File: config.mk
export PLATFORM = sky130hd
export DESIGN_NAME = spi_sclk_timer
export DESIGN_NICKNAME = d
export VERILOG_FILES = /design/src/rtl/spi_tmr_pkg.sv /design/src/rtl/spi_tmr_ratio_chk.sv /design/src/rtl/spi_tmr_halfper.sv /design/src/rtl/spi_tmr_strobe.sv /design/src/rtl/spi_sclk_timer.sv
export SDC_FILE = /design/constraint.sdc
export NUM_CORES = 1
export LEC_CHECK = 0
export BUFFER_PORTS_ARGS = -buffer_cell sky130_fd_sc_hd__buf_2
export CAP_MARGIN = 5
export CORE_ASPECT_RATIO = 0.9
export CORE_UTILIZATION = 45
export CTS_CLUSTER_DIAMETER = 80
export DETAILED_ROUTE_END_ITERATION = 8
export PLACE_DENSITY = 0.64
export SYNTH_ARGS = -nofsm -noshare
export SYNTH_HDL_FRONTEND = slang
export SYNTH_SLANG_ARGS = --single-unit
File: constraint.sdc
create_clock -name clk -period 3.2 [get_ports clk]
set_input_delay 0.48 -clock clk [delete_from_list [all_inputs] [get_ports clk]]
set_output_delay 0.48 -clock clk [all_outputs]
set_load 0.05 [all_outputs]
File: src/rtl/spi_tmr_pkg.sv
package spi_tmr_pkg;
  typedef enum logic [1:0] {
    ST_IDLE  = 2'd0,
    ST_SETUP = 2'd1,
    ST_SHIFT = 2'd2,
    ST_HOLD  = 2'd3
  } tmr_state_e;
endpackage

File: src/rtl/spi_tmr_ratio_chk.sv
module spi_tmr_ratio_chk #(
  parameter int DIV_W     = 10,
  parameter int MAX_RATIO = 510,
  localparam int HW       = DIV_W - 1
) (
  input  logic [DIV_W-1:0] ratio_i,
  output logic             ok_o,
  output logic [HW-1:0]    half_o
);
  logic is_bypass;
  logic in_range;

  assign is_bypass = (ratio_i == DIV_W'(1));

  generate
    if (MAX_RATIO >= (1 << DIV_W) - 1) begin : g_no_cap
      assign in_range = 1'b1;
    end else begin : g_cap
      localparam logic [DIV_W-1:0] CAP = DIV_W'(MAX_RATIO);
      assign in_range = (ratio_i <= CAP);
    end
  endgenerate

  assign ok_o   = is_bypass || (!ratio_i[0] && (ratio_i != '0) && in_range);
  assign half_o = is_bypass ? HW'(1) : ratio_i[DIV_W-1:1];
endmodule

File: src/rtl/spi_tmr_halfper.sv
module spi_tmr_halfper #(
  parameter int HW = 9
) (
  input  logic          clk,
  input  logic          rst,
  input  logic          restart_i,
  input  logic          run_i,
  input  logic [HW-1:0] half_i,
  output logic          tick_o
);
  logic [HW-1:0] cnt_q;

  always_ff @(posedge clk) begin
    if (rst) begin
      cnt_q <= '0;
    end else if (restart_i) begin
      cnt_q <= half_i - HW'(1);
    end else if (run_i) begin
      if (cnt_q == '0) cnt_q <= half_i - HW'(1);
      else             cnt_q <= cnt_q - HW'(1);
    end
  end

  assign tick_o = run_i && (cnt_q == '0);

  AST_CNT_IN_PERIOD: assert property (@(posedge clk) disable iff (rst)
    (run_i && !restart_i) |-> (cnt_q < half_i)) else $error("half counter out of range");
endmodule

File: src/rtl/spi_tmr_strobe.sv
module spi_tmr_strobe #(
  parameter int ECW = 7
) (
  input  logic           start_go_i,
  input  logic           cpha_live_i,
  input  logic           cpha_q_i,
  input  logic           edge_fire_i,
  input  logic [ECW-1:0] edge_n_i,
  input  logic [ECW-1:0] edge_tot_i,
  output logic           launch_d_o,
  output logic           sample_d_o
);
  logic [ECW-1:0] idx;
  logic           idx_odd;
  logic           idx_last;

  assign idx      = edge_n_i + ECW'(1);
  assign idx_odd  = idx[0];
  assign idx_last = (idx == edge_tot_i);

  always_comb begin
    launch_d_o = start_go_i && !cpha_live_i;
    sample_d_o = 1'b0;
    if (edge_fire_i) begin
      if (cpha_q_i) begin
        launch_d_o = idx_odd;
        sample_d_o = !idx_odd;
      end else begin
        launch_d_o = !idx_odd && !idx_last;
        sample_d_o = idx_odd;
      end
    end
  end
endmodule

File: src/rtl/spi_sclk_timer.sv
module spi_sclk_timer
  import spi_tmr_pkg::*;
#(
  parameter int DIV_W     = 10,
  parameter int MAX_RATIO = 510,
  parameter int CNT_W     = 6,
  parameter int TW        = 8,
  localparam int HW       = DIV_W - 1,
  localparam int ECW      = CNT_W + 1
) (
  input  logic             clk,
  input  logic             rst,
  input  logic             start_i,
  input  logic [CNT_W-1:0] bit_count_i,
  input  logic [DIV_W-1:0] ratio_i,
  input  logic             cpol_i,
  input  logic             cpha_i,
  input  logic [TW-1:0]    cs_setup_i,
  input  logic [TW-1:0]    cs_hold_i,
  output logic             sclk_o,
  output logic             cs_n_o,
  output logic             launch_o,
  output logic             sample_o,
  output logic             done_o,
  output logic             err_o
);
  tmr_state_e     state_q;
  logic           cpol_q, cpha_q;
  logic [HW-1:0]  half_q;
  logic [TW-1:0]  hold_q;
  logic [TW-1:0]  halves_q;
  logic [ECW-1:0] edge_n_q;
  logic [ECW-1:0] edge_tot_q;

  logic           cfg_ok;
  logic [HW-1:0]  half_live;
  logic           start_go, start_bad;
  logic           tick, edge_fire;
  logic           launch_d, sample_d;
  logic           is_idle;

  spi_tmr_ratio_chk #(.DIV_W(DIV_W), .MAX_RATIO(MAX_RATIO)) u_chk (
    .ratio_i (ratio_i),
    .ok_o    (cfg_ok),
    .half_o  (half_live)
  );

  assign is_idle   = (state_q == ST_IDLE);
  assign start_go  = is_idle && start_i && cfg_ok && (bit_count_i != '0);
  assign start_bad = is_idle && start_i && !(cfg_ok && (bit_count_i != '0));

  spi_tmr_halfper #(.HW(HW)) u_half (
    .clk       (clk),
    .rst       (rst),
    .restart_i (start_go),
    .run_i     (!is_idle),
    .half_i    (start_go ? half_live : half_q),
    .tick_o    (tick)
  );

  assign edge_fire = tick &&
    (((state_q == ST_SETUP) && (halves_q == '0)) ||
     ((state_q == ST_SHIFT) && (edge_n_q != edge_tot_q)));

  spi_tmr_strobe #(.ECW(ECW)) u_strobe (
    .start_go_i  (start_go),
    .cpha_live_i (cpha_i),
    .cpha_q_i    (cpha_q),
    .edge_fire_i (edge_fire),
    .edge_n_i    (edge_n_q),
    .edge_tot_i  (edge_tot_q),
    .launch_d_o  (launch_d),
    .sample_d_o  (sample_d)
  );

  always_ff @(posedge clk) begin
    if (rst) begin
      state_q    <= ST_IDLE;
      cpol_q     <= 1'b0;
      cpha_q     <= 1'b0;
      half_q     <= HW'(1);
      hold_q     <= '0;
      halves_q   <= '0;
      edge_n_q   <= '0;
      edge_tot_q <= '0;
      sclk_o     <= 1'b0;
      cs_n_o     <= 1'b1;
      launch_o   <= 1'b0;
      sample_o   <= 1'b0;
      done_o     <= 1'b0;
      err_o      <= 1'b0;
    end else begin
      launch_o <= launch_d;
      sample_o <= sample_d;
      done_o   <= 1'b0;
      err_o    <= start_bad;
      if (edge_fire) begin
        sclk_o   <= ~sclk_o;
        edge_n_q <= edge_n_q + ECW'(1);
      end
      unique case (state_q)
        ST_IDLE: begin
          sclk_o <= cpol_i;
          if (start_go) begin
            cpol_q     <= cpol_i;
            cpha_q     <= cpha_i;
            half_q     <= half_live;
            hold_q     <= cs_hold_i;
            halves_q   <= cs_setup_i;
            edge_n_q   <= '0;
            edge_tot_q <= {bit_count_i, 1'b0};
            cs_n_o     <= 1'b0;
            state_q    <= ST_SETUP;
          end
        end
        ST_SETUP: begin
          if (tick) begin
            if (halves_q == '0) state_q  <= ST_SHIFT;
            else                halves_q <= halves_q - TW'(1);
          end
        end
        ST_SHIFT: begin
          if (tick && (edge_n_q == edge_tot_q)) begin
            cs_n_o   <= 1'b1;
            halves_q <= hold_q;
            state_q  <= ST_HOLD;
          end
        end
        ST_HOLD: begin
          if (tick) begin
            if (halves_q == '0) begin
              state_q <= ST_IDLE;
              done_o  <= 1'b1;
            end else begin
              halves_q <= halves_q - TW'(1);
            end
          end
        end
        default: state_q <= ST_IDLE;
      endcase
    end
  end

  AST_STROBES_APART: assert property (@(posedge clk) disable iff (rst)
    !(launch_o && sample_o)) else $error("launch and sample together");
  AST_IDLE_BEFORE_CS_RISE: assert property (@(posedge clk) disable iff (rst)
    $rose(cs_n_o) |-> (sclk_o == cpol_q)) else $error("sclk not idle at cs rise");
  AST_DONE_ONE_CYCLE: assert property (@(posedge clk) disable iff (rst)
    done_o |=> !done_o) else $error("done longer than one cycle");
  AST_ERR_KEEPS_CS_HIGH: assert property (@(posedge clk) disable iff (rst)
    err_o |-> cs_n_o) else $error("cs active after refused start");
  AST_SAMPLE_IN_FRAME: assert property (@(posedge clk) disable iff (rst)
    sample_o |-> !cs_n_o) else $error("sample outside frame");
  AST_SCLK_MOVES_IN_FRAME: assert property (@(posedge clk) disable iff (rst)
    (!$stable(sclk_o) && !is_idle) |-> !cs_n_o) else $error("sclk edge with cs high");
endmodule

==> results.txt, run 1 <==
- Outcome: completed
* Max-slew violations: 0
- A synthesized cell averages 8.060 sq um.
- Detailed-route DRC error count: 0
* Drt pass-1 iters: 5
* Routability congestion estimate from global placement: 0.8620
- Library cell occupying the most area in the post-synthesis netlist: sky130_fd_sc_hd__dfxtp_1
- Origin of the critical flop-to-flop path: state_q[0]$_SDFFE_PP0P_
- The wire-length estimate of the detail-placed layout is 5802 um.
- The die is 82.10 um tall.
- After layout, the design draws a total of 3.023 mW.
- The worst hold path was traced through 3 stages.
* # setup viols final: 0
- Headroom to the max-slew limit: 64.23%
* Worst Setup End Kind: register
* Clock slew at the register clock pins of the worst setup and hold paths: 110 ps
- The core region is 6726 sq um.
- Transition time at the pin with the least slew margin: 536.5 ps
- Adder-cell share of the synthesized area: 3.510%
* Crit Reg-Reg Endpoint: u_half.cnt_q[4]$_SDFFE_PP0P_
- Once placement finished, the instance area stood at 3506 sq um.
- Detailed Route WL: 8140 um
- Area taken by multi-input logic gates: 1954 sq um
- Synth top area cells: sky130_fd_sc_hd__dfxtp_1 35%, sky130_fd_sc_hd__nand2_1 7.5%, sky130_fd_sc_hd__xnor2_1 6.0%
- Predominant post-synthesis flop cell: sky130_fd_sc_hd__dfxtp_1
- Max-cap check violation count: 0
- Most common cell after layout, fill and taps aside: sky130_fd_sc_hd__nand2_1
* Maximum number of pins on one net before global-route repair: 42
- Summing the areas of all and, or, nand and nor instances in the mapped netlist gives 23.83% of the synthesized area.
* Type of origin of the critical path: register
* Fill count: 664
- Post-synthesis net count: 444
- Post-layout worst setup margin: 284.1 ps
- TritonCTS created 5 clock buffers.
- The first global-routing pass estimated 13370 um of wire.
- After synthesis, the largest area contributor takes up 34.95% of total cell area.
- Remaining global-route overflow: 0
* Fraction of registers with async set/reset: 0%
- Total track usage: 22.45%
* Xor-xnor portion of the synthesized cell area: 9.282%
- The later pin in the worst-skew pair is clocked with a latency of 320 ps.
* Total clock sinks: 56
- Longest individual stage delay on the worst path: 360 ps
- After synthesis the cells add up to 3208 sq um.
- Dividing total power by cell area gives a power density of 830.5 nW/um^2.
- Dividing the final minimum period by the clock period gives 91.12%.
- Setup TNS after final layout: 0 ps
- Path type of the worst setup path: reg -> reg
* Number of antenna violations at the first check in global routing: 0
* Sequential fraction of the synthesis area: 34.95%
- Level count of the clock H-tree: 2
* Fraction of final layout cells with drive strength greater than 1: 16.78%
- Count of buffers inserted at the top-level ports: 42
* Die Footprint: 7471 sq um
- After synthesis, the largest family of logic cells by area is simple AND/OR/NAND/NOR gates.
* Final critical-path required period: 2916 ps
- Post-place setup slack: 186.3 ps
- Worst min-delay path class: in -> reg
- Multiplexer area fraction after synthesis: 3.159%
* Worst-case hold path end point: hold_q[2]$_SDFFE_PP0P_
- Worst setup skew after layout: 11.61 ps
- Walking the worst path, the cells encountered are inv_1 -> ha_1 -> nand2_1 -> a211oi_2 -> nand3b_1 -> o21a_1 -> o21ai_0 -> ha_1 -> inv_1 -> or3_1 -> xor2_1 -> a211oi_1 -> a21oi_1 -> nor2_1.
* Growth of design area from synthesis to finish: 13.46%
- Sum of buffers and inverters on the critical path: 2
* Post-detailed-route wirelength per cell: 15.50 um
* Critical Path AT: 3170 ps
- The count of endpoints failing hold in the final timing report was 0.
- During synthesis, Yosys emitted a total of 0 warnings.
- R2R setup slack: 280 ps
- The largest individual stage delay along the critical path comes from the cell sky130_fd_sc_hd__dfxtp_1.
* Highest Clock Rate: 0.3430 GHz
* Initial core utilization: 47.69%
* Number of DRC markers after the initial detailed-route iteration: 177
* Clock tree from TritonCTS: yes
* Synth cell types: 54
* Worst Min Path Start: cs_hold_i[2]
* Final net count: 481
- For this design the top-level I/O count stands at 43.
- Std cell rows: 28
- VDD sags by at most 0.0002848 V.
- Synth Instances: 398
- The synthesized netlist devotes 20.98% of its cell area to compound gates.
* Root buffer cell: sky130_fd_sc_hd__clkbuf_8
* FF/Latch Area: 1121 sq um
* Cell class contributing the biggest share of worst-path delay: compound AO/OA/AOI/OAI gates
- In this run the deepest clock path goes through 2 buffers.
- The synthesized design contains 56 register bits.
* Maximum fanout along the worst path: 6
* Post-route cell area: 3640 sq um
- Antenna cells: 0
- Leakage power of the design: 1.405 nW
* Total via count after detailed routing: 2944
* RSZ-0062 raised after global routing: false
- The count of nets left with antenna violations once routing finished came out at 0.
- From left edge to right edge, the die measures 91 um.
- The top cell types in the final layout, fill and taps aside, are 64 x sky130_fd_sc_hd__nand2_1, 56 x sky130_fd_sc_hd__dfxtp_1, 42 x sky130_fd_sc_hd__buf_2.
* Required time at the worst-slack endpoint: 3460 ps
- In this run, synthesis inferred 0 flip-flops with an integrated enable.
- Depth of the worst register-to-register path: 14
- The number of global-route vias before repair was 2731.
- After detailed routing, the number of vias per cell comes to 5.608.
## metal layers
metal | GRT usage [%] | share of wire [%]
met1 | 31.71 | 51
met3 | 4.396 | 4.2
met2 | 35.30 | 44
met4 | 5.714 | 0.75
met5 | 0 | 0
## how the worst max path moves through the flow
stage | start | end | depth (start not counted) | slack (ps)
global placement | ratio_i[7] | u_half.cnt_q[4]$_SDFFE_PP0P_ | 12 | 260
detailed placement | ratio_i[7] | u_half.cnt_q[4]$_SDFFE_PP0P_ | 12 | 190
global route | state_q[0]$_SDFFE_PP0P_ | u_half.cnt_q[4]$_SDFFE_PP0P_ | 13 | 100
CTS | state_q[0]$_SDFFE_PP0P_ | u_half.cnt_q[4]$_SDFFE_PP0P_ | 14 | 250
floorplan | ratio_i[3] | u_half.cnt_q[4]$_SDFFE_PP0P_ | 13 | 230
finish | state_q[0]$_SDFFE_PP0P_ | u_half.cnt_q[4]$_SDFFE_PP0P_ | 14 | 280
## cell families (layout without fill, tap and decap cells)
family	count (synthesis)	after routing
simple gates	154	154
compound gates	100	100
flops	56	56
buf+inv	35	72
xor+xnor	34	34
mux	10	10
fa+ha+maj	9	9
## synth_stat cells, types with 3 or more instances
library cell / number
sky130_fd_sc_hd__nor3_1: 12
sky130_fd_sc_hd__mux2i_1: 9
sky130_fd_sc_hd__nor3b_1: 3
sky130_fd_sc_hd__nand3_1: 9
sky130_fd_sc_hd__a31oi_1: 5
sky130_fd_sc_hd__xnor2_1: 22
sky130_fd_sc_hd__nand4_1: 4
sky130_fd_sc_hd__dfxtp_1: 56
sky130_fd_sc_hd__nor4_1: 3
sky130_fd_sc_hd__nor2_1: 26
sky130_fd_sc_hd__a211oi_1: 12
sky130_fd_sc_hd__xor2_1: 12
sky130_fd_sc_hd__nand2_1: 64
sky130_fd_sc_hd__and3_1: 6
sky130_fd_sc_hd__a221oi_1: 5
sky130_fd_sc_hd__inv_1: 16
sky130_fd_sc_hd__nand3b_1: 3
sky130_fd_sc_hd__or3_1: 9
sky130_fd_sc_hd__o21ai_0: 13
sky130_fd_sc_hd__clkbuf_1: 16
sky130_fd_sc_hd__a21oi_1: 37
sky130_fd_sc_hd__o211ai_1: 5
sky130_fd_sc_hd__ha_1: 9
## tightest hold or removal path: cells and delay by family
family / cells / cell delay, ps
buf+inv: 1 / 100
simple gates: 1 / 50
compound gates: 1 / 50
## per-stage QoR
step                      hold WS (ps)  util (%)  instances
after floorplan                  436.2         -        398
after global placement           444.2     52.12        518
after detailed placement         449.8     52.12        518
after CTS                        386.7     54.04        525
after global routing             389.5     54.11        525
final                            389.4     54.11        525
## area by class of cell
type / instances / share of cell area (%)
tap: 90 / 3.094
clock buffer: 5 / 1.891
multi-input combinational: 307 / 53.70
timing repair buffer: 49 / 7.219
inverter: 16 / 1.650
sequential: 56 / 30.80
clock inverter: 2 / 1.650
## power by group
part / switching (mW) / internal, mW
logic: 0.875 / 0.626
registers: 0.152 / 0.826
clock network: 0.235 / 0.308
## registers in the layout, summed over array words and instances, names as in the netlist
register	count
state_q	2
edge_tot_q	6
done_o	1
sclk_o	1
sample_o	1
cpha_q	1
edge_n_q	7
half_q	9
launch_o	1
halves_q	8
u_half.cnt_q	9
hold_q	8
cs_n_o	1
err_o	1
## timing repair
action,in CTS,in global routing
buffers inserted,0,0
endpoints found under the setup margin,0,1
hold buffers,0,0
resized for setup,0,1
Power figures use the tool's default switching activity.
==> run 2, diff against run 1 <==
Clock period 3.2 ns to 3.51 ns, I/O delays scaled along.
==> run 2 against run 1 <==
Largest cell class unchanged. First-iteration DRC count up 2.3%. Count of clock-buffer cells in the layout up 3. Clock skew down 9.0 ps. Clock power down 33%.
==> results.txt, run 2 (synthesized netlist as in run 1, its figures left out) <==
- Via-per-instance ratio: 5.676
* Clock slew at the register clock pins of the worst setup and hold paths: 100 ps
- Clock latency at the later pin of the worst-skew pair: 310 ps
* Standard cell core area: 6726 sq um
* Maximum fanout along the worst path: 6
* Registers with the highest flip-flop counts: half_q: 9 flops, u_half.cnt_q: 9 flops
- In this run the deepest clock path goes through 2 buffers.
* Switching part of the total power: 43.13%
- Num ports: 43
- Among cell families on the critical path, the largest total delay comes from compound AO/OA/AOI/OAI gates.
* RSZ-0062 raised after global routing: false
- Power density over the cells: 727.3 nW/um^2
- Relative contribution of combinational cells to total power: 51.8%
- Sequential share of power: 34.2%
* Remaining global-route overflow: 0
* Worst Min Path Start: cs_hold_i[5]
- Crit Reg-Reg Endpoint: u_half.cnt_q[4]$_SDFFE_PP0P_
- Path type of the worst setup path: reg -> reg
- Post-place setup slack: 440.5 ps
- Portion of the clock cycle consumed by the worst path in the final layout: 86.92%
- Power dissipated by switching net loads: 1.123 mW
- For this configuration, the core starts out at a cell density of 47.69%.
- Number of antenna violations at the first check in global routing: 0
- The die covers 7471 sq um.
* Setup TNS after final layout: 0 ps
- The setup check on the worst reg-to-reg path leaves a slack of 460 ps.
* Final critical-path required period: 3051 ps
- The clock arrives with 2.572 ps of skew.
- After detailed routing, the average wire length per cell comes to 14.91 um.
- Vertical extent of the die: 82.10 um
- CP cell instances: inv_1 -> ha_1 -> nand2_1 -> a211oi_1 -> nand3b_1 -> o21a_1 -> o21ai_0 -> ha_1 -> inv_1 -> or3_1 -> xor2_1 -> a211oi_1 -> a21oi_1 -> nor2_1
* Leakage power of the design: 1.376 nW
- Total via count after detailed routing: 2974
- Number of buffers created by CTS: 5
- Setup violations remaining at the end of the flow were counted as 0.
* Longest individual stage delay on the worst path: 420 ps
- Origin of the critical flop-to-flop path: state_q[0]$_SDFFE_PP0P_
- Std cell rows: 28
- After the first detailed-routing iteration, the DRC count stood at 181.
- Entering global routing, the biggest net connects 43 pins.
- Final ANT Viol Nets: 0
* Worst min-delay path class: in -> reg
- Hold Fails Final Rpt: 0
- The number of global-route vias before repair was 2736.
- Counting every sink on the clock net gives 56.
- Transition time at the pin with the least slew margin: 539.7 ps
* Highest Clock Rate: 0.3278 GHz
- In the final layout, the share of cells above drive strength 1 is 15.90%.
- Max-cap violations in this run came to 0.
- The worst setup path is launched from a register.
- After filler insertion, the fill cell instance count of the layout stands at 669.
- After legalization and detailed placement, the total HPWL measured 5550 um.
- Detailed-route DRC error count: 0
- Worst Setup End Kind: register
- The number of hold buffers added after CTS was 0.
- Across every metal layer, demand over resource in global routing totals 22.39%.
* Most frequent cells in the layout: 64 x sky130_fd_sc_hd__nand2_1, 56 x sky130_fd_sc_hd__dfxtp_1, 42 x sky130_fd_sc_hd__buf_2
- From left edge to right edge, the die measures 91 um.
- Routability congestion estimate from global placement: 0.8901
- Global-route wire length before repair: 13350 um
- The count of pins over their slew limit is 0.
* Detailed Route WL: 7812 um
* Antenna cells: 0
* Headroom to the max-slew limit: 63.98%
- The share of total power dissipated in the clock network is 14.1%.
* Depth of the worst register-to-register path: 14
* Sum of buffers and inverters on the critical path: 2
* Worst-case hold path end point: hold_q[5]$_SDFFE_PP0P_
* Hold Crit Depth: 3
- Worst VDD drop: 0.0002496 V
- After clock tree synthesis, the setup repair step added 0 buffers.
- The area growth from synthesis to layout is 11.62%.
* Required time at the worst-slack endpoint: 3760 ps
- The run finished with clean final reports.
- Final net count: 479
* Clock tree from TritonCTS: yes
- The internal power of the cells totals 1.481 mW.
- Among all stages on the critical path, the largest delay is contributed by sky130_fd_sc_hd__a211oi_1.
- The count of buffers added on input and output ports is 42.
* Number of gates resized after CTS: 0
* Post-layout worst setup margin: 459.3 ps
- Critical path launch point: state_q[0]$_SDFFE_PP0P_
- Critical Path AT: 3300 ps
* Most common cell after layout, fill and taps aside: sky130_fd_sc_hd__nand2_1
- Before antenna repair, the detailed router went through 4 iterations.
* Level count of the clock H-tree: 2
- Root buffer cell: sky130_fd_sc_hd__clkbuf_8
run 2: changes by cell type in the layout (fill, tap and decap cells not counted), sizes merged:
cell / delta
buf: -2
bufinv: -2
clkbuf: +3
run 2: worst max-delay path by stage:
stage,endpoint,slack (ps),cells past startpoint
finish,u_half.cnt_q[4]$_SDFFE_PP0P_,460,14
detailed placement,u_half.cnt_q[4]$_SDFFE_PP0P_,440,12
global route,u_half.cnt_q[6]$_SDFFE_PP0P_,200,14
CTS,u_half.cnt_q[4]$_SDFFE_PP0P_,490,14
floorplan,u_half.cnt_q[4]$_SDFFE_PP0P_,490,13
global placement,u_half.cnt_q[4]$_SDFFE_PP0P_,490,12
run 2: cell type report:
cell class / instances / area (sq um) / area share (%)
repair buffers: 47 / 247.7 / 6.918
multi-input cells: 307 / 1949 / 54.44
well taps: 90 / 112.6 / 3.145
clock buffers: 8 / 90.09 / 2.516
flip-flops and latches: 56 / 1121 / 31.31
inverters: 16 / 60.06 / 1.677
run 2: routing by layer:
metal | track usage [%] | vias to the layer above | share of wire, %
li1 | - | 1490 | -
met1 | 31.20 | 1394 | 51
met2 | 36.14 | 83 | 43
met3 | 4.029 | 7 | 5.0
met4 | 5.556 | 0 | 0.92
met5 | 0 | - | 0
run 2: stage by stage:
step                area, sq um  instances  power (mW)  hold slack, ps  utilization (%)
floorplan                  3208        398       1.949           436.2                -
global placement           3491        516       2.220           441.5            51.90
detailed placement         3491        516       2.227           448.0            51.90
finish                     3581        524       2.604           447.1            53.24
global route               3581        524       2.832           436.1            53.24
CTS                        3581        524       2.609           437.0            53.24
run 2: tightest hold or removal path: stages:
cell	delay (ps)
sky130_fd_sc_hd__buf_2	90
sky130_fd_sc_hd__nand2_1	50
sky130_fd_sc_hd__a21oi_1	50
run 2: power groups by stage:
stage	Combinational, mW	Sequential, mW	Clock, mW
final	1.35	0.890	0.366
after global routing	1.51	0.910	0.409
after CTS	1.34	0.886	0.383
after detailed placement	1.33	0.899	0
after global placement	1.32	0.898	0
after floorplan	1.04	0.907	0
